File: config.mk
export PLATFORM = sky130hd
export DESIGN_NAME = swfc_engine
export DESIGN_NICKNAME = d
export VERILOG_FILES = /design/src/rtl/swfc_pkg.sv /design/src/rtl/swfc_rx_match.sv /design/src/rtl/swfc_tx_req.sv /design/src/rtl/swfc_tx_arb.sv /design/src/rtl/swfc_engine.sv
export SDC_FILE = /design/constraint.sdc
export NUM_CORES = 1
export LEC_CHECK = 0
export BUFFER_PORTS_ARGS = -buffer_cell sky130_fd_sc_hd__clkbuf_2
export CAP_MARGIN = 20
export CORE_UTILIZATION = 48
export CTS_BUF_LIST = sky130_fd_sc_hd__clkbuf_8
export CTS_CLUSTER_SIZE = 14
export DETAILED_ROUTE_END_ITERATION = 16
export GPL_ROUTABILITY_DRIVEN = 1
export GPL_TIMING_DRIVEN = 0
export HOLD_SLACK_MARGIN = 0.12
export PLACE_DENSITY = 0.83
export SLEW_MARGIN = 20
export SYNTH_ARGS = -nofsm -noshare
export SYNTH_HDL_FRONTEND = slang
export SYNTH_HIERARCHICAL = 1
export SYNTH_SLANG_ARGS = --single-unit
export TNS_END_PERCENT = 1
File: constraint.sdc
create_clock -name clk -period 2.03 [get_ports clk]
set_input_delay 0.3045 -clock clk [delete_from_list [all_inputs] [get_ports clk]]
set_output_delay 0.3045 -clock clk [all_outputs]
set_load 0.01 [all_outputs]
File: src/rtl/swfc_pkg.sv
package swfc_pkg;
  localparam int CW = 8;

  typedef enum logic [1:0] {
    SEQ_IDLE = 2'd0,
    SEQ_OFF1 = 2'd1,
    SEQ_ON1  = 2'd2
  } seq_e;

  function automatic logic [CW-1:0] wlen_mask(input logic [1:0] wl);
    logic [CW-1:0] m;
    case (wl)
      2'd0:    m = 8'h1F;
      2'd1:    m = 8'h3F;
      2'd2:    m = 8'h7F;
      default: m = 8'hFF;
    endcase
    return m;
  endfunction

  function automatic logic code_eq(input logic [CW-1:0] a, input logic [CW-1:0] b,
                                   input logic [CW-1:0] m);
    return ((a ^ b) & m) == '0;
  endfunction
endpackage

File: src/rtl/swfc_rx_match.sv
module swfc_rx_match
  import swfc_pkg::*;
(
  input  logic          clk,
  input  logic          rst_n,
  input  logic          cfg_en,
  input  logic          cfg_two,
  input  logic          cfg_any,
  input  logic          cfg_spec,
  input  logic          cfg_irq_en,
  input  logic [CW-1:0] mask,
  input  logic [CW-1:0] xon1,
  input  logic [CW-1:0] xon2,
  input  logic [CW-1:0] xoff1,
  input  logic [CW-1:0] xoff2,
  input  logic          rx_valid,
  input  logic [CW-1:0] rx_data,
  input  logic          sts_rd,
  output logic          halted,
  output logic          fifo_wr,
  output logic [CW-1:0] fifo_wdata,
  output logic          irq
);
  seq_e          seq_q, seq_n;
  logic          halted_n, wr_n;
  logic          off_flag_q, off_flag_n, spc_flag_q, spc_flag_n;
  logic [CW-1:0] wdata_q;
  logic          m_on1, m_on2, m_off1, m_off2, hit_spc;
  logic          do_halt, do_resume;

  assign m_on1   = code_eq(rx_data, xon1, mask);
  assign m_on2   = code_eq(rx_data, xon2, mask);
  assign m_off1  = code_eq(rx_data, xoff1, mask);
  assign m_off2  = code_eq(rx_data, xoff2, mask);
  assign hit_spc = cfg_spec & m_off2;

  always_comb begin
    seq_n     = seq_q;
    wr_n      = 1'b0;
    do_halt   = 1'b0;
    do_resume = 1'b0;
    if (!cfg_en) begin
      seq_n = SEQ_IDLE;
      wr_n  = rx_valid;
    end else if (rx_valid) begin
      if (hit_spc) begin
        wr_n  = 1'b1;
        seq_n = SEQ_IDLE;
      end else if (halted && cfg_any) begin
        do_resume = 1'b1;
        wr_n      = ~m_on1;
        seq_n     = SEQ_IDLE;
      end else if (cfg_two) begin
        seq_n = SEQ_IDLE;
        if (seq_q == SEQ_OFF1 && m_off2)      do_halt = 1'b1;
        else if (seq_q == SEQ_ON1 && m_on2)   do_resume = 1'b1;
        else if (m_off1)                      seq_n = SEQ_OFF1;
        else if (m_on1)                       seq_n = SEQ_ON1;
        else                                  wr_n = 1'b1;
      end else begin
        seq_n = SEQ_IDLE;
        if (m_off1)     do_halt = 1'b1;
        else if (m_on1) do_resume = 1'b1;
        else            wr_n = 1'b1;
      end
    end
  end

  always_comb begin
    halted_n   = halted;
    off_flag_n = off_flag_q;
    spc_flag_n = spc_flag_q;
    if (!cfg_en) begin
      halted_n   = 1'b0;
      off_flag_n = 1'b0;
    end else if (do_halt) begin
      halted_n = 1'b1;
      if (cfg_irq_en) off_flag_n = 1'b1;
    end else if (do_resume) begin
      halted_n   = 1'b0;
      off_flag_n = 1'b0;
    end
    if (sts_rd) spc_flag_n = 1'b0;
    if (cfg_en && rx_valid && hit_spc && cfg_irq_en) spc_flag_n = 1'b1;
  end

  always_ff @(posedge clk or negedge rst_n) begin
    if (!rst_n) begin
      seq_q      <= SEQ_IDLE;
      halted     <= 1'b0;
      fifo_wr    <= 1'b0;
      wdata_q    <= '0;
      off_flag_q <= 1'b0;
      spc_flag_q <= 1'b0;
    end else begin
      seq_q      <= seq_n;
      halted     <= halted_n;
      fifo_wr    <= wr_n;
      off_flag_q <= off_flag_n;
      spc_flag_q <= spc_flag_n;
      if (wr_n) wdata_q <= rx_data;
    end
  end

  assign fifo_wdata = wdata_q;
  assign irq        = off_flag_q | spc_flag_q;

  AST_HALT_CAUSE: assert property (@(posedge clk) disable iff (!rst_n)
    $rose(halted) |-> $past(rx_valid && cfg_en));
  AST_WR_FROM_RX: assert property (@(posedge clk) disable iff (!rst_n)
    fifo_wr |-> $past(rx_valid));
  AST_DIS_NO_HALT: assert property (@(posedge clk) disable iff (!rst_n)
    !cfg_en |=> !halted);
  AST_SPC_NO_HALT: assert property (@(posedge clk) disable iff (!rst_n)
    (cfg_en && rx_valid && cfg_spec && code_eq(rx_data, xoff2, mask) && !halted) |=> !halted);
endmodule

File: src/rtl/swfc_tx_req.sv
module swfc_tx_req #(
  parameter int LVL_W     = 7,
  parameter int THR_W     = 4,
  parameter int THR_SHIFT = 2
) (
  input  logic             clk,
  input  logic             rst_n,
  input  logic             cfg_en,
  input  logic             cfg_two,
  input  logic [THR_W-1:0] halt_thr,
  input  logic [THR_W-1:0] resume_thr,
  input  logic [LVL_W-1:0] rx_level,
  input  logic             ack,
  output logic             pend,
  output logic             is_on,
  output logic             second
);
  logic [LVL_W-1:0] halt_lvl, res_lvl;
  logic pend_n, is_on_n, second_n, sent_q, sent_n;

  assign halt_lvl = LVL_W'(halt_thr) << THR_SHIFT;
  assign res_lvl  = LVL_W'(resume_thr) << THR_SHIFT;

  always_comb begin
    pend_n   = pend;
    is_on_n  = is_on;
    second_n = second;
    sent_n   = sent_q;
    if (!cfg_en) begin
      pend_n   = 1'b0;
      second_n = 1'b0;
      sent_n   = 1'b0;
    end else if (pend) begin
      if (ack) begin
        if (cfg_two && !second) second_n = 1'b1;
        else begin
          pend_n   = 1'b0;
          second_n = 1'b0;
        end
      end
    end else if (!sent_q && rx_level > halt_lvl) begin
      pend_n  = 1'b1;
      is_on_n = 1'b0;
      sent_n  = 1'b1;
    end else if (sent_q && rx_level <= res_lvl) begin
      pend_n  = 1'b1;
      is_on_n = 1'b1;
      sent_n  = 1'b0;
    end
  end

  always_ff @(posedge clk or negedge rst_n) begin
    if (!rst_n) begin
      pend   <= 1'b0;
      is_on  <= 1'b0;
      second <= 1'b0;
      sent_q <= 1'b0;
    end else begin
      pend   <= pend_n;
      is_on  <= is_on_n;
      second <= second_n;
      sent_q <= sent_n;
    end
  end

  AST_PEND_HOLD: assert property (@(posedge clk) disable iff (!rst_n)
    (pend && !ack && cfg_en) |=> pend);
  AST_NO_REQ_DIS: assert property (@(posedge clk) disable iff (!rst_n)
    !cfg_en |=> !pend);
endmodule

File: src/rtl/swfc_tx_arb.sv
module swfc_tx_arb
  import swfc_pkg::*;
(
  input  logic          clk,
  input  logic          rst_n,
  input  logic          pend,
  input  logic [CW-1:0] ctrl_code,
  input  logic          halted,
  input  logic          tx_ready,
  input  logic          tx_fifo_valid,
  input  logic [CW-1:0] tx_fifo_data,
  output logic          tx_start,
  output logic [CW-1:0] tx_char,
  output logic          tx_fifo_pop,
  output logic          ack
);
  always_comb begin
    ack         = pend & tx_ready;
    tx_fifo_pop = tx_ready & ~pend & ~halted & tx_fifo_valid;
    tx_start    = ack | tx_fifo_pop;
    tx_char     = pend ? ctrl_code : tx_fifo_data;
  end

  AST_NO_POP_HALTED: assert property (@(posedge clk) disable iff (!rst_n)
    tx_fifo_pop |-> !halted);
  AST_START_READY: assert property (@(posedge clk) disable iff (!rst_n)
    tx_start |-> tx_ready);
endmodule

File: src/rtl/swfc_engine.sv
module swfc_engine
  import swfc_pkg::*;
#(
  parameter int LVL_W     = 7,
  parameter int THR_W     = 4,
  parameter int THR_SHIFT = 2
) (
  input  logic             clk,
  input  logic             rst_n,
  input  logic             cfg_en,
  input  logic             cfg_two_code,
  input  logic             cfg_xon_any,
  input  logic             cfg_special,
  input  logic             cfg_irq_en,
  input  logic [1:0]       cfg_wlen,
  input  logic [7:0]       cfg_xon1,
  input  logic [7:0]       cfg_xon2,
  input  logic [7:0]       cfg_xoff1,
  input  logic [7:0]       cfg_xoff2,
  input  logic [THR_W-1:0] cfg_halt_thr,
  input  logic [THR_W-1:0] cfg_resume_thr,
  input  logic             rx_valid,
  input  logic [7:0]       rx_data,
  input  logic [LVL_W-1:0] rx_level,
  input  logic             sts_rd,
  input  logic             tx_ready,
  input  logic             tx_fifo_valid,
  input  logic [7:0]       tx_fifo_data,
  output logic             fifo_wr,
  output logic [7:0]       fifo_wdata,
  output logic             tx_start,
  output logic [7:0]       tx_char,
  output logic             tx_fifo_pop,
  output logic             tx_halted,
  output logic             irq
);
  logic [CW-1:0] mask, ctrl_raw, ctrl_code;
  logic          pend, is_on, second, ack;

  assign mask      = wlen_mask(cfg_wlen);
  assign ctrl_raw  = is_on ? (second ? cfg_xon2 : cfg_xon1)
                           : (second ? cfg_xoff2 : cfg_xoff1);
  assign ctrl_code = ctrl_raw & mask;

  swfc_rx_match u_rx (
    .clk(clk), .rst_n(rst_n), .cfg_en(cfg_en), .cfg_two(cfg_two_code),
    .cfg_any(cfg_xon_any), .cfg_spec(cfg_special), .cfg_irq_en(cfg_irq_en),
    .mask(mask), .xon1(cfg_xon1), .xon2(cfg_xon2), .xoff1(cfg_xoff1),
    .xoff2(cfg_xoff2), .rx_valid(rx_valid), .rx_data(rx_data), .sts_rd(sts_rd),
    .halted(tx_halted), .fifo_wr(fifo_wr), .fifo_wdata(fifo_wdata), .irq(irq)
  );

  swfc_tx_req #(.LVL_W(LVL_W), .THR_W(THR_W), .THR_SHIFT(THR_SHIFT)) u_req (
    .clk(clk), .rst_n(rst_n), .cfg_en(cfg_en), .cfg_two(cfg_two_code),
    .halt_thr(cfg_halt_thr), .resume_thr(cfg_resume_thr), .rx_level(rx_level),
    .ack(ack), .pend(pend), .is_on(is_on), .second(second)
  );

  swfc_tx_arb u_arb (
    .clk(clk), .rst_n(rst_n), .pend(pend), .ctrl_code(ctrl_code),
    .halted(tx_halted), .tx_ready(tx_ready), .tx_fifo_valid(tx_fifo_valid),
    .tx_fifo_data(tx_fifo_data), .tx_start(tx_start), .tx_char(tx_char),
    .tx_fifo_pop(tx_fifo_pop), .ack(ack)
  );
endmodule

==> summary.txt <==
Run status
  – Status: finished, violations left
  – Failing checks: setup timing

Clock tree
  – Clock root cell: clkbuf_8
  – Clk pin slew, worst setup/hold paths: about 0.070 ns
  – CTS tree: built
  – CTS Buf Count: 3
  – CTS sink count: 18
  – Clock Tree Buf Depth: 2
  – Clk_lat worst skew: between 0.2 and 0.3 ns
  – Htree depth: 1

Layout
  – Final instance area: about 0.0026 mm^2
  – Layout cell share with drive strength beyond 1: a little over two fifths
  – Final #Nets: between 300 and 400
  – Commonest non-fill, non-tap cell in the layout: clkbuf_2
  – Commonest non-fill, non-tap cells in the layout: 85 x clkbuf_2, 32 x xor2_1, 20 x conb_1, 18 x dfrtp_1, 13 x a22oi_1
  – Area Overhead vs Synth: 34.3%
  – N_diodes: 0
  – Fin util: about 70%

Pwr
  – Leakage power: around 1.4 nW
  – Maximum VDD drop: 0.498 mV
  – Pwr per Cell Area: ~500 mW/mm^2

Worst setup path
  – WS Path Type: flop to output pin
  – Worst flop-to-flop path startpoint: u_rx/halted
  – Crit path launch type: flop
  – Critical path endpoint category: output pin
  – Setup crit start: u_req/second
  – CP arrival: 1.83 ns
  – Worst Path Max Fanout: 8
  – Worst Path Required: about 1.7 ns

STA
  – Layout Skew: about 0.0011 ns
  – RSZ-0062 raised after global routing: yes
  – Final setup violation count: 14
  – Final WS setup: -0.101 ns
  – Final Max Slew Viols: 0
  – Min Tclk post-route: roughly 2.1 ns
  – Final Hold Vio Count: 0
  – Setup TNS: -0.568 ns
  – Final Cycle Share: 105%
  – Measured slew at the worst slew-check pin: 0.578 ns
  – Max Freq: around 470 MHz
  – Max-slew headroom: 61.5%

Global routing
  – Initial antenna violation count: 0
  – Total congestion overflow: 0
  – First-pass GRT wire length: between 8000 and 9000 um
  – Number of global-route vias before repair: approximately 2000
  – GRT Resource Usage Total: roughly 26%
  – Largest net degree at the start of global routing: 19

Hold path
  – Hold Crit Start: sts_rd
  – Hold Crit Class: primary input to flop

Placed design
  – Area after DPL: approximately 0.0025 mm^2
  – Final HPWL DP: ~4400 um
  – Dpl ws: -0.310 ns
  – Routability Congestion: a little over 0.8
  – I/O Buffers: just under 90

Synth
  – Top cells by area, synth: dfrtp_1 23%, xor2_1 14%, mux4_1 6.7%, mux2_4 6.1%, ha_1 5.1%
  – Post-synth EDFFs: 0
  – Number of distinct library cells after synthesis: 50
  – Synth Area per Inst: slightly above 10 um^2
  – Synth top area share: 22.9%
  – Post-synth ARST share: 100%
  – Sequential area share after synthesis: 22.9%
  – Mapped Cells: slightly below 200
  – Synth area leader: dfrtp_1
  – Synthesized flop and latch total: 18
  – Synthesized area: just under 0.002 mm^2
  – Synth Flop Type: dfrtp_1
  – Yosys warnings: 6

Floorplan
  – Top Ports: 97
  – DIE HEIGHT: between 60 and 70 um
  – FP Rows: 22
  – Total die area: roughly 0.0044 mm^2
  – Initial core utilization: a little over 50%
  – Die Span X: between 60 and 70 um
  – Core Box Area: between 0.003 and 0.004 mm^2

Drt
  – Routed Antenna Nets: 0
  – Total Routed Length: 5210 um
  – DR vias: ~1900
  – DRC: 0
  – Initial drt markers: just under 60
  – Vias per inst: approximately 5.4
  – Routed WL per cell: 14.7 um
  – TritonRoute pass-1 iters: 4

Flow run
  – Number of max-cap violations: 0
cells by family (layout without fill, tap and decap cells):
group	Yosys count	after routing	synth area share (%)
simple gates	50	50	14.8
compound gates	39	39	16.3
other cells	1	20	0.191
buf+inv	22	116	5.72
flops	18	18	22.9
xor+xnor	32	32	14.2
mux	24	24	20.8
fa+ha+maj	8	8	5.09
critical path, cell delays in order (launching register included):
cell	delay [ns]
dfrtp_1	0.36
buf_6	0.16
mux4_2	0.52
and2_4	0.15
mux2_4	0.26
buf_6	0.12
cell type report:
cell class | count | area [um^2]
tap | 48 | 60.1
fill | 299 | 1160
buffer | 11 | 71.3
multi-input combinational | 173 | 1480
sequential | 18 | 450
inverter | 10 | 37.5
timing repair buffer | 91 | 484
clock buffer | 4 | 55.1
metrics by stage:
| stage | power, mW | hold slack (ns) | cells |
|---|---|---|---|
| 6_report | 1.33 | 0.245 | 355 |
| 5_1_grt | 1.41 | 0.253 | 355 |
| 4_1_cts | 1.32 | 0.240 | 355 |
| 3_5_place_dp | 1.02 | 0.263 | 349 |
| 3_3_place_gp | 0.996 | 0.259 | 349 |
| 2_1_floorplan | 0.798 | 0.00891 | 213 |
report_power, final:
group	internal (mW)	switching, mW
Sequential	0.400	0.0426
Clock	0.172	0.120
Combinational	0.317	0.279
Total	0.889	0.441
state kept, by name, indices dropped and copies added (netlist names):
signal,count
u_rx/off_flag_q,1
u_req/second,1
u_rx/seq_q,2
u_req/is_on,1
u_req/pend,1
u_rx/halted,1
u_rx/spc_flag_q,1
u_rx/fifo_wr,1
u_req/sent_q,1
u_rx/fifo_wdata,8
per-layer routing:
metal / wire, um / global-route usage [%] / up-vias
li1: - / - / 928
met1: 2010 / 28.0 / 895
met2: 2780 / 48.9 / 72
met3: 329 / 4.66 / 12
met4: 92 / 10.1 / 0
met5: 0 / 0 / -
repair_timing:
action / CTS / global route
endpoints found under the hold margin: 18 / 0
hold buffers: 1 / 0
setup endpoints to repair: 15 / 16
buffers inserted: 2 / 0
resized for setup: 3 / 8
pin swaps: 3 / 0
Yosys cell counts, drive strengths merged, types with 2 or more instances:
| master | instances |
|---|---|
| mux4 | 8 |
| nand2b | 4 |
| nor3b | 2 |
| and2 | 7 |
| inv | 10 |
| mux2 | 16 |
| nand3 | 4 |
| nor3 | 2 |
| nand4 | 5 |
| nand2 | 9 |
| o21ai | 3 |
| xor2 | 32 |
| ha | 8 |
| nor2b | 5 |
| a22oi | 13 |
| a22o | 2 |
| a21o | 2 |
| nor2 | 4 |
| o32ai | 3 |
| dfrtp | 18 |
| a21oi | 2 |
| buf | 10 |
| or2 | 3 |
| a32o | 2 |
| o311a | 2 |
| clkbuf | 2 |
worst paths after layout:
path / slack (ns) / cells after the start / endpoint
min reg2reg: 0.50 / 1 / u_rx/seq_q[0]
min in group asynchronous: 0.52 / 2 / u_rx/fifo_wr
max reg2reg: 0.08 / 6 / u_rx/fifo_wdata[4]
max: -0.10 / 5 / tx_char[5]
max in group asynchronous: 1.20 / 2 / u_rx/off_flag_q
min: 0.24 / 2 / u_rx/spc_flag_q
Note: power is estimated with default switching activity, not from simulation.
